`src/rtl/gex_pkg.sv`:
```
package gex_pkg;
  // Flag layout in the status word: bit 0 is the command bit,
  // then per-engine watchdog, microcode, illegal groups, then mismatch.
  function automatic int wdog_pos(input int e);
    return 1 + e;
  endfunction

  function automatic int ucode_pos(input int e, input int n_eng);
    return 1 + n_eng + e;
  endfunction

  function automatic int illeg_pos(input int e, input int n_eng);
    return 1 + 2 * n_eng + e;
  endfunction

  function automatic int miss_pos(input int n_eng);
    return 1 + 3 * n_eng;
  endfunction

  localparam int CLR_BIT = 0;
endpackage

```
`src/rtl/gex_cmd_decode.sv`:
```
module gex_cmd_decode #(
  parameter int DW = 32
) (
  input  logic          wr_en,
  input  logic [DW-1:0] wr_data,
  output logic          clr_cmd
);
  import gex_pkg::*;

  logic unused_wr_hi;

  always_comb begin
    clr_cmd = wr_en & wr_data[CLR_BIT];
  end

  assign unused_wr_hi = ^wr_data[DW-1:1];
endmodule

```
`src/rtl/gex_src_map.sv`:
```
module gex_src_map #(
  parameter int NUM_ENG = 2,
  localparam int FLAG_W = 3 * NUM_ENG + 1
) (
  input  logic [NUM_ENG-1:0] wdog_evt,
  input  logic [NUM_ENG-1:0] ucode_evt,
  input  logic [NUM_ENG-1:0] illeg_evt,
  input  logic               sig_miss_evt,
  output logic [FLAG_W-1:0]  set_vec
);
  import gex_pkg::*;

  // Positions inside the flag vector are status positions minus one.
  for (genvar e = 0; e < NUM_ENG; e++) begin : g_eng
    assign set_vec[wdog_pos(e) - 1]           = wdog_evt[e];
    assign set_vec[ucode_pos(e, NUM_ENG) - 1] = ucode_evt[e];
    assign set_vec[illeg_pos(e, NUM_ENG) - 1] = illeg_evt[e];
  end
  assign set_vec[miss_pos(NUM_ENG) - 1] = sig_miss_evt;
endmodule

```
`src/rtl/gex_flag_bank.sv`:
```
module gex_flag_bank #(
  parameter int FLAG_W = 7
) (
  input  logic              clk,
  input  logic              rst_n,
  input  logic [FLAG_W-1:0] set_vec,
  input  logic              clr_cmd,
  output logic [FLAG_W-1:0] flags
);
  logic [FLAG_W-1:0] flags_nxt;
  logic              flags_en;

  // Set term has priority over the shared clear term.
  always_comb begin
    flags_en  = clr_cmd | (|set_vec);
    flags_nxt = set_vec | (clr_cmd ? '0 : flags);
  end

  always_ff @(posedge clk or negedge rst_n) begin
    if (!rst_n) begin
      flags <= '0;
    end else if (flags_en) begin
      flags <= flags_nxt;
    end
  end
endmodule

```
`src/rtl/gex_status.sv`:
```
module gex_status #(
  parameter int NUM_ENG = 2,
  parameter int DW      = 32
) (
  input  logic               clk,
  input  logic               rst_n,
  input  logic               wr_en,
  input  logic [DW-1:0]      wr_data,
  output logic [DW-1:0]      rd_data,
  input  logic [NUM_ENG-1:0] wdog_evt,
  input  logic [NUM_ENG-1:0] ucode_evt,
  input  logic [NUM_ENG-1:0] illeg_evt,
  input  logic               sig_miss_evt,
  output logic               gexc_irq
);
  localparam int FLAG_W = 3 * NUM_ENG + 1;
  localparam int PAD_W  = DW - FLAG_W - 1;

  logic [FLAG_W-1:0] set_vec;
  logic [FLAG_W-1:0] flags;
  logic              clr_cmd;

  gex_cmd_decode #(.DW(DW)) u_dec (
    .wr_en   (wr_en),
    .wr_data (wr_data),
    .clr_cmd (clr_cmd)
  );

  gex_src_map #(.NUM_ENG(NUM_ENG)) u_map (
    .wdog_evt     (wdog_evt),
    .ucode_evt    (ucode_evt),
    .illeg_evt    (illeg_evt),
    .sig_miss_evt (sig_miss_evt),
    .set_vec      (set_vec)
  );

  gex_flag_bank #(.FLAG_W(FLAG_W)) u_bank (
    .clk     (clk),
    .rst_n   (rst_n),
    .set_vec (set_vec),
    .clr_cmd (clr_cmd),
    .flags   (flags)
  );

  always_comb begin
    rd_data  = {{PAD_W{1'b0}}, flags, 1'b0};
    gexc_irq = |flags;
  end
endmodule

```
`config.mk`:
```
export PLATFORM = sky130hd
export DESIGN_NAME = gex_status
export DESIGN_NICKNAME = d
export VERILOG_FILES = /design/src/rtl/gex_pkg.sv /design/src/rtl/gex_cmd_decode.sv /design/src/rtl/gex_src_map.sv /design/src/rtl/gex_flag_bank.sv /design/src/rtl/gex_status.sv
export SDC_FILE = /design/constraint.sdc
export NUM_CORES = 1
export LEC_CHECK = 0
export BUFFER_PORTS_ARGS = -buffer_cell sky130_fd_sc_hd__buf_2
export CORE_MARGIN = 5
export CORE_UTILIZATION = 28
export DETAILED_ROUTE_END_ITERATION = 10
export PLACE_DENSITY_LB_ADDON = 0.3
export SLEW_MARGIN = 0
export SYNTH_ARGS = -nofsm -noshare
export SYNTH_HDL_FRONTEND = slang
export SYNTH_SLANG_ARGS = --single-unit
```
`constraint.sdc`:
```
create_clock -name clk -period 2.01 [get_ports clk]
set_input_delay 0.201 -clock clk [delete_from_list [all_inputs] [get_ports clk]]
set_output_delay 0.201 -clock clk [all_outputs]
set_load 0.05 [all_outputs]
```
==> results of run 1 <==
layer usage:
metal | vias up | global-route usage (%) | part of all wire, %
met4 | 0 | 5.240 | 0
met1 | 134 | 7.024 | 36
met5 | - | 0 | 0
li1 | 136 | - | -
met2 | 26 | 8.051 | 48
met3 | 0 | 2.410 | 16
layout make-up:
class | count | area, um2 | area share, %
clock buffer | 4 | 26.28 | 5.357
tap | 16 | 20.02 | 4.082
sequential | 7 | 175.2 | 35.71
multi-input combinational | 36 | 168.9 | 34.44
timing repair buffer | 19 | 100.1 | 20.41
report_power, final:
group,internal (mW),leakage [nW],switching [mW]
Combinational,0.0208,0.178,0.149
Clock,0.0755,0.0150,0.0479
Sequential,0.151,0.0701,0.00681
cells in the mapped netlist:
master,instances
sky130_fd_sc_hd__buf_4,25
sky130_fd_sc_hd__dfrtp_1,7
sky130_fd_sc_hd__a21o_1,6
sky130_fd_sc_hd__a21o_2,1
sky130_fd_sc_hd__conb_1,1
sky130_fd_sc_hd__nand2_1,1
sky130_fd_sc_hd__nand2_2,1
sky130_fd_sc_hd__nor3_1,1
sky130_fd_sc_hd__nor4_1,1
worst max-delay path, delay by kind of cell (launching register included):
family	cells	cell delay [ps]
and+or+nand+nor	2	370
buffers and inverters	1	220
DFF	1	380
stage by stage:
stage               power [mW]  cell area (um2)  std cells  setup slack (ps)  hold WS (ps)
floorplan               0.3410            531.8         68             606.8        -94.59
global placement        0.3274            454.2         77             850.3         38.26
detailed placement      0.3281            454.2         77             841.5         41.99
finish                  0.4507            490.5         82             597.0         129.4
global route            0.4719            490.5         82             475.0         126.0
CTS                     0.4590            490.5         82             564.9         120.9
kinds of logic after synthesis:
logic type             Yosys count  share of synthesized area [%]
buffers and inverters           25                          42.49
other                            1                         0.8490
and+or+nand+nor                  4                          4.816
DFF                              7                          39.66
AOI/OAI and AO/OA                7                          12.18
cell usage in the layout (no fill, tap or decap):
cell type	n
sky130_fd_sc_hd__conb_1	25
sky130_fd_sc_hd__buf_2	18
sky130_fd_sc_hd__dfrtp_1	7
sky130_fd_sc_hd__a21o_1	6
sky130_fd_sc_hd__clkbuf_4	3
sky130_fd_sc_hd__nor4_1	1
sky130_fd_sc_hd__nor3_1	1
sky130_fd_sc_hd__nand2_1	1
sky130_fd_sc_hd__nand2_2	1
sky130_fd_sc_hd__a21o_2	1
sky130_fd_sc_hd__clkbuf_1	1
sky130_fd_sc_hd__dlygate4sd3_1	1
worst min path at each step:
stage / start / to / cells past startpoint
floorplan: rst_n / u_bank.flags[0] / 0
global placement: rst_n / u_bank.flags[3] / 1
detailed placement: rst_n / u_bank.flags[3] / 1
CTS: ucode_evt[1] / u_bank.flags[3] / 2
global route: illeg_evt[1] / u_bank.flags[5] / 2
finish: ucode_evt[1] / u_bank.flags[3] / 2
what timing repair did:
item,4_1_cts,5_1_grt
setup buffers,0,0
hold buffers,1,0
endpoints found under the hold margin,7,0
endpoints found under the setup margin,0,0
==> parameters.txt, run 1 <==
Parameter                              Value

Floorplanning
  Area of the placeable core    0.001506 mm2
  Height of the die    49.72 um
  Overall die width    49.72 um
  Number of standard-cell rows in the floorplan    14
  I/O pin total    75
  Die Outline Area    0.002472 mm2
  Starting Density    29.32%

Synth
  Warnings, synthesis    0
  Synthesis-stage register bit count    7
  Leading post-synthesis cells by cell area    sky130_fd_sc_hd__buf_4, sky130_fd_sc_hd__dfrtp_1, sky130_fd_sc_hd__a21o_1
  Average cell area after synthesis    10.04 um2
  Netlist cell types    9
  Portion of synthesized cell area occupied by the leading cell type    42.49%
  Cell count after synthesis    44
  Mapped Area    441.7 um2
  Top cell type by total area after synthesis    sky130_fd_sc_hd__buf_4
  Proportion of synthesized chip area in sequential cells    39.66%

Detailed routing
  Average routed wire per standard cell    9.402 um
  Wire length after detailed routing    771 um
  Number of vias after detailed routing    296
  Vias per cell    3.610
  Number of DRC markers in iteration 0    0
  Antenna-violating nets left    0
  DRC violations left    0
  Number of detailed-route iterations in the first pass    1

Timing
  Post-route minimum period    1413 ps
  Count of endpoints failing setup in the final report    0
  Hold violation count in the final report    0
  Largest clock skew in the final design    0 ps
  Fmax    707.7 MHz
  Unrepaired setup endpoints after global routing    false
  Final max-slew violation count    0
  Setup tns final    0 ps
  Final worst path period share    70.30%

Global route
  Largest net degree at the start of global routing    8
  Gr ovfl total    0
  Wire length of the first global-routing pass    1.090 mm
  Aggregate global-route resource usage    5.941%
  Via count of the first global-routing pass    267
  Initial antenna violation count    0

Final layout
  Number of nets in the final layout    109
  Registers with the most flip-flops    u_bank.flags: 7 flops
  Area Growth Syn to Fin    11.05%
  Register name with the most flops    u_bank.flags
  Fraction of layout instances using a drive strength above 1    34.85%
  Util after Layout    32.56%
  Flip-flop count of the largest register after layout    7
  Number of antenna repair diodes    0
  Fill cells    173

Clock tree
  Clock tree root buffer cell    sky130_fd_sc_hd__clkbuf_4
  Clk_lat worst skew    240 ps
  Number of clock sinks    7
  Clock-pin slew on the worst setup and hold paths    50 ps
  CTS tree    built
  Max Buffers Root-to-Sink    2
  # resized after CTS    0
  CTS Buf Count    3
  # H-tree levels    1

Worst setup path
  Critical setup path kind    flop to output port
  Worst reg-to-reg setup slack    1330 ps
  Beginning of the worst register-to-register path    u_bank.flags[0]
  Worst Setup End Kind    output port
  R2R cell count    1
  CP Max Fanout    3
  CP cell instances    nor4_1 -> nand2_1 -> buf_2
  Capture instance of the worst register-to-register path    u_bank.flags[0]
  Endpoint required time on the critical path    1810 ps
  Kind of launch point of the worst setup path    flop
  Longest individual stage delay on the worst path    380 ps
  Highest-delay cell along the critical path    sky130_fd_sc_hd__dfrtp_1
  Critical path startpoint    u_bank.flags[0]
  CP Data Arrival Time    1210 ps
  Capturing instance or port of the critical path    gexc_irq

Placed design
  Number of port buffers    18
  Routability cong.    0.6664
  DPL Wire Length    677.8 um

Worst hold path
  Type of the tightest min-delay check    input port to flop

Power and ir drop
  Total power per unit cell area    918.9 mW/mm2
  Worst supply voltage drop on vdd    0.0002775 V
  Standby leakage power    0.2636 nW

Run
  Max-cap violations    0

Run status
  Status    finished clean
Power figures use the tool's default switching activity.
==> run 2, diff against run 1 <==
- CORE_UTILIZATION: 28 -> 24
- clock period: 2.01 -> 1.25 ns (I/O delays scaled with it)
==> parameters.txt, run 2 (synthesized netlist as in run 1, its figures left out) <==
Parameter                              Value

Worst setup path
  Largest delay contributor family on the critical path    flip-flops
  Highest-delay cell along the critical path    sky130_fd_sc_hd__dfrtp_1
  CP Max Fanout    2 (-1)
  Longest individual stage delay on the worst path    400 ps (+20 ps)
  CP Data Arrival Time    1160 ps (-50 ps)
  CP Buf/Inv Count    1 (unchanged)
  Endpoint required time on the critical path    1120 ps (-690 ps)
  CP cell instances    nor4_4 -> nand2_2 -> buf_6
  Worst Setup End Kind    output port
  Critical setup path kind    flop to output port
  Kind of launch point of the worst setup path    flop

Floorplanning
  I/O pin total    75 (unchanged)
  Number of standard-cell rows in the floorplan    15 (+1)
  Die Outline Area    0.002798 mm2 (+13%)
  Overall die width    52.90 um (+6.4%)
  Area of the placeable core    0.001745 mm2 (+16%)
  Starting Density    25.30% (-4.0 points)
  Height of the die    52.90 um (+6.4%)

Clock tree
  Number of clock sinks    7 (unchanged)
  Clock-pin slew on the worst setup and hold paths    50 ps (about the same)
  Max Buffers Root-to-Sink    2 (unchanged)
  CTS Buf Count    3 (unchanged)
  Clk_lat worst skew    240 ps (about the same)
  CTS tree    built
  # H-tree levels    1 (unchanged)
  Clock tree root buffer cell    sky130_fd_sc_hd__clkbuf_4

Final layout
  Register name with the most flops    u_bank.flags
  Number of nets in the final layout    111 (+1.8%)
  Registers with the most flip-flops    u_bank.flags: 7 flops
  Fraction of layout instances using a drive strength above 1    44.12% (+9.3 points)
  Flip-flop count of the largest register after layout    7 (unchanged)
  Post-route insts no fill    93 (+13%)
  Most frequent standard cell in the layout excluding fill and tap cells    sky130_fd_sc_hd__conb_1
  Finished Cell Area    544.3 um2 (+11%)
  Top library cells by usage in the layout, fill and taps aside    sky130_fd_sc_hd__conb_1, sky130_fd_sc_hd__buf_2, sky130_fd_sc_hd__a21o_1
  Util after Layout    31.18% (-1.4 points)
  Area Growth Syn to Fin    23.23%
  Number of antenna repair diodes    0 (unchanged)

Detailed routing
  Vias per cell    3.215 (-11%)
  Number of detailed-route iterations in the first pass    1 (unchanged)
  Number of vias after detailed routing    299 (+1.0%)
  DRC violations left    0 (unchanged)
  Wire length after detailed routing    824 um (+6.9%)
  Number of DRC markers in iteration 0    0 (unchanged)
  Average routed wire per standard cell    8.860 um (-5.8%)
  Antenna-violating nets left    0 (unchanged)

Global route
  Wire length of the first global-routing pass    1.200 mm (+10%)
  Aggregate global-route resource usage    5.941% (about the same)
  Gr ovfl total    0 (unchanged)
  Via count of the first global-routing pass    288 (+7.9%)
  Largest net degree at the start of global routing    8 (unchanged)
  Initial antenna violation count    0 (unchanged)

Timing
  Final worst path period share    103.1%
  Unrepaired setup endpoints after global routing    true
  Post-route minimum period    1289 ps
  Largest clock skew in the final design    0 ps (unchanged)
  Fmax    776.0 MHz
  Worst Setup Slack, final    -38.69 ps (-635.7 ps)
  Count of endpoints failing setup in the final report    1 (+1)
  Hold violation count in the final report    0 (unchanged)
  Setup tns final    -38.69 ps (-38.69 ps)
  Worst hold slack across all endpoints    55.79 ps (-73.66 ps)
  Final max-slew violation count    0 (unchanged)

Run status
  Status    finished, violations left
  Violated checks    setup timing

Run
  Max-cap violations    0 (unchanged)

Power and ir drop
  Overall power consumption    735.8 uW (+63%)
  Worst supply voltage drop on vdd    0.0004625 V (+67%)
  Total power per unit cell area    1352 mW/mm2 (+47%)
  Standby leakage power    0.2822 nW (+7.1%)

Placed design
  Worst setup slack before clock tree synthesis    81.50 ps (-760.0 ps)
  Number of port buffers    18 (unchanged)
  DPL Wire Length    686.9 um (+1.3%)
  Routability cong.    0.6190 (-7.1%)
  Cell count after placement    86 (+12%)
  Area after detailed placement    471.7 um2 (+3.9%)

Worst hold path
  Type of the tightest min-delay check    input port to flop
-- run 2: cell count changes in the layout (fill, tap and decap cells not counted), sizes merged --
cell	before	now
buf	18	20
-- run 2: routing by layer --
metal | vias up | part of all wire, % | track usage [%]
li1 | 140 | - | -
met5 | - | 0 | 0
met2 | 31 | 49 | 10.74
met1 | 128 | 29 | 5.479
met4 | 0 | 0 | 3.830
met3 | 0 | 22 | 2.254
-- run 2: area by class of cell --
type                       count  area (um2)
tap                           25       31.28
sequential                     7       178.9
clock buffer                   4       26.28
multi-input combinational     36       186.4
fill                         174        1201
timing repair buffer          21       121.4
-- run 2: worst register-to-register path: stages, from the launching register on --
cell and delay, ps:
sky130_fd_sc_hd__dfrtp_2 420, sky130_fd_sc_hd__buf_4 140, sky130_fd_sc_hd__a21o_1 140
-- run 2: what timing repair did --
action,CTS,global route
resized for setup,4,0
setup buffers,2,0
hold buffers,1,0
setup endpoints to repair,1,1
hold endpoints to repair,7,0
pin swaps,1,0
-- run 2: worst paths after layout --
check	start	to	slack [ps]	cells past startpoint
worst min register to register	u_bank.flags[2]	u_bank.flags[2]	490	1
worst min-delay path	illeg_evt[0]	u_bank.flags[4]	60	2
min in group asynchronous	rst_n	u_bank.flags[6]	250	2
max in group asynchronous	rst_n	u_bank.flags[0]	830	2
worst max-delay path	u_bank.flags[6]	gexc_irq	-40	3
worst max register to register	u_bank.flags[4]	u_bank.flags[4]	440	2
-- run 2: power breakdown --
group          leakage, nW  internal (mW)  switching, mW
Clock               0.0150          0.121         0.0747
Sequential          0.0683          0.243         0.0151
Combinational        0.199         0.0390          0.242
